===== src/rtl/trig_req_pkg.sv =====
package trig_req_pkg;

  typedef enum logic [1:0] {
    EDGE_NONE = 2'd0,
    EDGE_RISE = 2'd1,
    EDGE_FALL = 2'd2,
    EDGE_BOTH = 2'd3
  } edge_mode_t;

endpackage


===== src/rtl/trig_edge_det.sv =====
module trig_edge_det
  import trig_req_pkg::*;
(
  input  logic       clk,
  input  logic       rst_n,
  input  logic       line_i,
  input  edge_mode_t mode_i,
  output logic       hit_o
);

  logic prev_q;

  // previous level tracks the line regardless of enable, so enabling
  // while the line is already high never fakes an edge
  always_ff @(posedge clk or negedge rst_n) begin
    if (!rst_n) prev_q <= 1'b0;
    else        prev_q <= line_i;
  end

  always_comb begin
    unique case (mode_i)
      EDGE_RISE: hit_o = line_i & ~prev_q;
      EDGE_FALL: hit_o = ~line_i & prev_q;
      EDGE_BOTH: hit_o = line_i ^ prev_q;
      default:   hit_o = 1'b0;
    endcase
  end

endmodule


===== src/rtl/req_burst_gen.sv =====
module req_burst_gen #(
  parameter int CNTW = 5
) (
  input  logic            clk,
  input  logic            rst_n,
  input  logic            en_i,
  input  logic            hit_i,
  input  logic [CNTW-1:0] cnt_i,
  input  logic            ack_i,
  input  logic            ovr_clr_i,
  output logic            req_o,
  output logic            ovr_o
);

  logic            busy_q;
  logic            req_q;
  logic [CNTW-1:0] left_q;
  logic            ovr_q;
  logic            clash;

  assign clash = en_i & busy_q & hit_i;

  always_ff @(posedge clk or negedge rst_n) begin
    if (!rst_n) begin
      busy_q <= 1'b0;
      req_q  <= 1'b0;
      left_q <= '0;
    end else if (!en_i) begin
      busy_q <= 1'b0;
      req_q  <= 1'b0;
      left_q <= '0;
    end else if (busy_q) begin
      if (req_q && ack_i) begin
        req_q <= 1'b0;
        if (left_q == '0) busy_q <= 1'b0;
        else              left_q <= left_q - 1'b1;
      end else if (!req_q) begin
        req_q <= 1'b1;
      end
    end else if (hit_i) begin
      busy_q <= 1'b1;
      req_q  <= 1'b1;
      left_q <= cnt_i;
    end
  end

  always_ff @(posedge clk or negedge rst_n) begin
    if (!rst_n)         ovr_q <= 1'b0;
    else if (clash)     ovr_q <= 1'b1;
    else if (ovr_clr_i) ovr_q <= 1'b0;
  end

  assign req_o = req_q;
  assign ovr_o = ovr_q;

  // an unaccepted request persists while enabled
  p_req_hold_r5: assert property (@(posedge clk) disable iff (!rst_n)
    (req_q && !ack_i && en_i) |=> (req_q || !en_i));

  // acceptance is followed by a low cycle
  p_req_gap_r6: assert property (@(posedge clk) disable iff (!rst_n)
    (req_q && ack_i) |=> !req_q);

  // a trigger edge during a burst marks overrun
  p_ovr_set_r7: assert property (@(posedge clk) disable iff (!rst_n)
    clash |=> ovr_q);

  // flag only leaves on a clear without a fresh clash
  p_ovr_sticky_r8: assert property (@(posedge clk) disable iff (!rst_n)
    (ovr_q && !ovr_clr_i) |=> ovr_q);

  // disabled generator drops its request
  p_disable_r10: assert property (@(posedge clk) disable iff (!rst_n)
    !en_i |=> !req_q);

  // an accepted edge on an idle generator raises a request
  p_start_r2: assert property (@(posedge clk) disable iff (!rst_n)
    (en_i && !busy_q && hit_i) |=> req_q);

endmodule


===== src/rtl/trig_req_gen.sv =====
module trig_req_gen
  import trig_req_pkg::*;
#(
  parameter int NGEN  = 4,
  parameter int NTRIG = 8,
  parameter int CNTW  = 5,
  localparam int SELW = (NTRIG > 1) ? $clog2(NTRIG) : 1
) (
  input  logic                 clk,
  input  logic                 rst_n,
  input  logic [NTRIG-1:0]     trig_i,
  input  logic [NGEN-1:0]      en_i,
  input  logic [2*NGEN-1:0]    edge_i,
  input  logic [SELW*NGEN-1:0] sel_i,
  input  logic [CNTW*NGEN-1:0] cnt_i,
  input  logic [NGEN-1:0]      ack_i,
  input  logic [NGEN-1:0]      ovr_clr_i,
  output logic [NGEN-1:0]      req_o,
  output logic [NGEN-1:0]      ovr_o,
  output logic                 irq_o
);

  logic [NGEN-1:0] line;
  logic [NGEN-1:0] hit;

  for (genvar g = 0; g < NGEN; g++) begin : g_gen
    logic [SELW-1:0] sel;
    assign sel = sel_i[g*SELW +: SELW];

    always_comb begin
      line[g] = 1'b0;
      for (int t = 0; t < NTRIG; t++) begin
        if (sel == SELW'(t)) line[g] = trig_i[t];
      end
    end

    trig_edge_det u_edge (
      .clk    (clk),
      .rst_n  (rst_n),
      .line_i (line[g]),
      .mode_i (edge_mode_t'(edge_i[g*2 +: 2])),
      .hit_o  (hit[g])
    );

    req_burst_gen #(.CNTW(CNTW)) u_burst (
      .clk       (clk),
      .rst_n     (rst_n),
      .en_i      (en_i[g]),
      .hit_i     (hit[g]),
      .cnt_i     (cnt_i[g*CNTW +: CNTW]),
      .ack_i     (ack_i[g]),
      .ovr_clr_i (ovr_clr_i[g]),
      .req_o     (req_o[g]),
      .ovr_o     (ovr_o[g])
    );
  end

  assign irq_o = |ovr_o;

  // a raised interrupt always has a set flag behind it
  p_irq_src_r9: assert property (@(posedge clk) disable iff (!rst_n)
    irq_o |-> ($countones(ovr_o) > 0));

endmodule


===== config.mk =====
export PLATFORM = sky130hd
export DESIGN_NAME = trig_req_gen
export DESIGN_NICKNAME = d
export VERILOG_FILES = /design/src/rtl/trig_req_pkg.sv /design/src/rtl/trig_edge_det.sv /design/src/rtl/req_burst_gen.sv /design/src/rtl/trig_req_gen.sv
export SDC_FILE = /design/constraint.sdc
export NUM_CORES = 1
export LEC_CHECK = 0
export ABC_AREA = 1
export BUFFER_PORTS_ARGS = -buffer_cell sky130_fd_sc_hd__buf_2
export CAP_MARGIN = 10
export CORE_UTILIZATION = 32
export DETAILED_ROUTE_END_ITERATION = 7
export GPL_TIMING_DRIVEN = 0
export PLACE_DENSITY = 0.52
export SETUP_SLACK_MARGIN = 0.05
export SLEW_MARGIN = 20
export SYNTH_ARGS = -nofsm -noshare
export SYNTH_HDL_FRONTEND = slang
export SYNTH_SLANG_ARGS = --single-unit

===== constraint.sdc =====
create_clock -name clk -period 2.56 [get_ports clk]
set_input_delay 0.256 -clock clk [delete_from_list [all_inputs] [get_ports clk]]
set_output_delay 0.256 -clock clk [all_outputs]
set_load 0.05 [all_outputs]

==> summary.md <==
| Metric | Value |
|---|---|
| Status | `completed` |
| CTS sink cnt | `36` |
| Layout area overhead | `19.9%` |
| Synth Instances | `406` |
| TritonCTS buffer count | `5` |
| Final nets | `557` |
| CTS Buffer Depth | `2` |
| Worst Setup SP | `trig_i[3]` |
| Post-synth top area share | `0.329` |
| 1st-pass router iterations | `4` |
| Via count | `2648` |
| N_diodes | `0` |
| First-pass GRT wire length | `11300 um` |
| Post-synthesis register bit count | `36` |
| Initial core utilization | `0.332` |
| CTS clock-pin slew for the worst setup and hold paths | `0.07 ns` |
| Least-Margin Pin Slew | `0.875 ns` |
| Endpoints failing hold | `0` |
| Final setup fails | `0` |
| Max-Cap Viols | `0` |
| CP Cell Sequence | `buf_2, inv_1, nand2_1, o211ai_1, nand3b_1, nand2_1, inv_1, ha_1, nand2_1, nand3_1, nand3_2, nand2_4, o21ai_0` |
| Critical Path End | `g_gen[1].u_burst.left_q[1]` |
| Yosys cell types | `22` |
| Core area | `8260 um^2` |
| Root buffer cell | `clkbuf_8` |
| Worst clock skew | `0.00402 ns` |
| Worst-case reg-to-reg path depth | `11` |
| RSZ-0062 raised after global routing | `no` |
| Top post-synthesis cells by area | `dfrtp_1, nand2_1, inv_1` |
| Largest net degree at the start of global routing | `37` |
| Vias per Instance | `4.53` |
| Register area share after synthesis | `0.329` |
| I/O pin cnt | `71` |
| Drt total wl | `6430 um` |
| CP Class | `input pin to flop` |
| Die area | `8930 um^2` |
| CP max FO | `10` |
| Crit share post-route | `0.616` |
| Cell area after synthesis | `2740 um^2` |
| CTS H-tree depth | `2` |
| PwrDens | `557 nW/um^2` |
| Synth warn | `0` |
| Peak Freq | `634 MHz` |
| Antenna violations before repair | `0` |
| Number of global-route vias before repair | `2591` |
| Slowest stage delay, CP | `0.27 ns` |
| Setup bufs post-CTS | `0` |
| Reg2Reg Capture Point | `g_gen[2].u_burst.left_q[4]` |
| Share of cells above drive strength 1 | `0.227` |
| Mapped Nets | `483` |
| Worst reg2reg startpoint | `g_gen[2].u_burst.left_q[0]` |
| Req. time, crit path | `2.76 ns` |
| Critical Path Start Type | `input pin` |
| Post-route minimum period | `1.58 ns` |
| Peak supply drop | `0.238 mV` |
| Relative slew margins | `0.417` |
| Hold buffer count at cts | `0` |
| Yosys top cell by area | `dfrtp_1` |
| Worst-Skew Late Latency | `0.29 ns` |
| Tot Pwr | `1.83 mW` |
| Drc violations | `0` |
| Gr ovfl total | `0` |
| Drt wl/cell | `11.0 um` |
| DP Wirelength | `4980 um` |
| Num rows | `33` |
| Register-to-register setup slack | `1.15 ns` |
| Final count of pins violating max slew | `0` |
| Post-cts repair resize count | `0` |
| Leak pwr | `1.80 nW` |
| CP Capture Type | `flop` |
| Setup TNS | `0 ns` |
| HP Class | `input pin to async pin` |
| Post-Syn Area per Cell | `6.74 um^2` |
| Die W | `94.5 um` |
| Top cell by count, worst path | `nand2_1` |
| DR iter-0 viols | `53` |
| Slowest library cell on the worst path | `ha_1` |
| Die height | `94.5 um` |
| GRT Util Overall | `0.160` |
| GPL Wtd Cong | `0.789` |
| Number of routed nets with antenna violations | `0` |
| CTS tree | `built` |
| Port bufs | `67` |
| Crit path DAT | `1.78 ns` |
==> where the power goes <==
part	switching (mW)	leakage (nW)	total (mW)	internal, mW
combinational	0.428	1.30	0.691	0.263
sequential	0.0823	0.460	0.741	0.659
clock	0.209	0.0410	0.395	0.185
==> layer usage <==
metal | global-route usage | routed length (um) | up-vias
met4 | 0.0518 | 71 | 0
met3 | 0.0330 | 269 | 7
met1 | 0.198 | 3160 | 1175
met2 | 0.275 | 2930 | 45
met5 | 0 | 0 | -
li1 | - | - | 1421
==> cells in the mapped netlist, drive strengths merged <==
master	number
a21oi	13
dfrtp	36
nand3b	7
buf	15
a21boi	1
nand2	122
a31oi	3
inv	69
nor2	42
xor2	3
ha	15
nand4	1
o211ai	18
nand3	20
o21ai	41
==> worst max-delay path: cells and delay by family <==
kind            cells  cell delay, ns
fa+ha+maj           1            0.27
buf+inv             3            0.30
simple gates        7            0.70
compound gates      2            0.27
==> per-stage QoR <==
step | setup WS, ns | util | std cells | area [um^2] | hold slack, ns
final | 0.984 | 0.397 | 585 | 3280 | 0.0769
after global routing | 0.747 | 0.397 | 585 | 3280 | 0.140
after CTS | 0.962 | 0.397 | 585 | 3280 | 0.106
after detailed placement | 0.682 | 0.388 | 578 | 3200 | 0.435
after global placement | 0.713 | 0.388 | 578 | 3200 | 0.435
after floorplan | 0.910 | - | 406 | 2740 | -0.0396
==> area by class of cell <==
type                    instances  area (um^2)
multi-input cells             286         1480
flip-flops and latches         36          901
fillers                       920         4980
clock inverters                 1         5.00
plain buffers                  15          100
inverters                      69          259
well taps                     105          131
clock buffers                   6         72.6
repair buffers                 67          335
==> sequential cells by signal (all words and copies together), names as in the netlist <==
| register | count |
|---|---|
| g_gen.u_burst.ovr_o | 4 |
| g_gen.u_burst.left_q | 20 |
| g_gen.u_edge.prev_q | 4 |
| g_gen.u_burst.busy_q | 4 |
| g_gen.u_burst.req_o | 4 |
==> kinds of logic (layout without fill, tap and decap cells) <==
family / Yosys count / after routing / synth area share
DFF: 36 / 36 / 0.329
and+or+nand+nor: 192 / 192 / 0.304
adders and majority gates: 15 / 15 / 0.0686
AOI/OAI and AO/OA: 76 / 76 / 0.158
buffers and inverters: 84 / 158 / 0.131
xor gates and xnor gates: 3 / 3 / 0.00960
==> placed cells by master, fill, tap and decap left out <==
master / netlist / layout
a31oi_1: 3 / 3
nand2_4: 3 / 3
o21ai_1: 5 / 5
o211ai_1: 18 / 18
xor2_1: 3 / 3
ha_1: 15 / 15
clkbuf_8: 0 / 5
nand2_2: 3 / 3
nand2_1: 116 / 116
nand4_1: 1 / 1
clkinv_2: 0 / 1
inv_2: 7 / 7
nor2_1: 37 / 37
clkbuf_1: 0 / 1
nand3_2: 3 / 3
nand3_1: 17 / 17
inv_1: 62 / 62
o21ai_0: 36 / 36
buf_4: 10 / 10
nand3b_1: 7 / 7
a21oi_1: 13 / 13
dfrtp_1: 36 / 36
a21boi_0: 1 / 1
nor2_2: 5 / 5
buf_2: 5 / 72
==> worst min-delay path by stage <==
stage                  from                          to  slack [ns]  cells after the start
3_3_place_gp          rst_n  g_gen[0].u_burst.left_q[0]        0.43                      1
2_1_floorplan         rst_n     g_gen[0].u_burst.busy_q       -0.04                      0
4_1_cts               rst_n  g_gen[0].u_burst.left_q[1]        0.11                      1
5_1_grt        ovr_clr_i[2]      g_gen[2].u_burst.ovr_o        0.14                      2
6_report              rst_n  g_gen[0].u_burst.left_q[1]        0.08                      1
3_5_place_dp          rst_n  g_gen[0].u_burst.left_q[1]        0.43                      1
(Power assumes the default switching activity.)
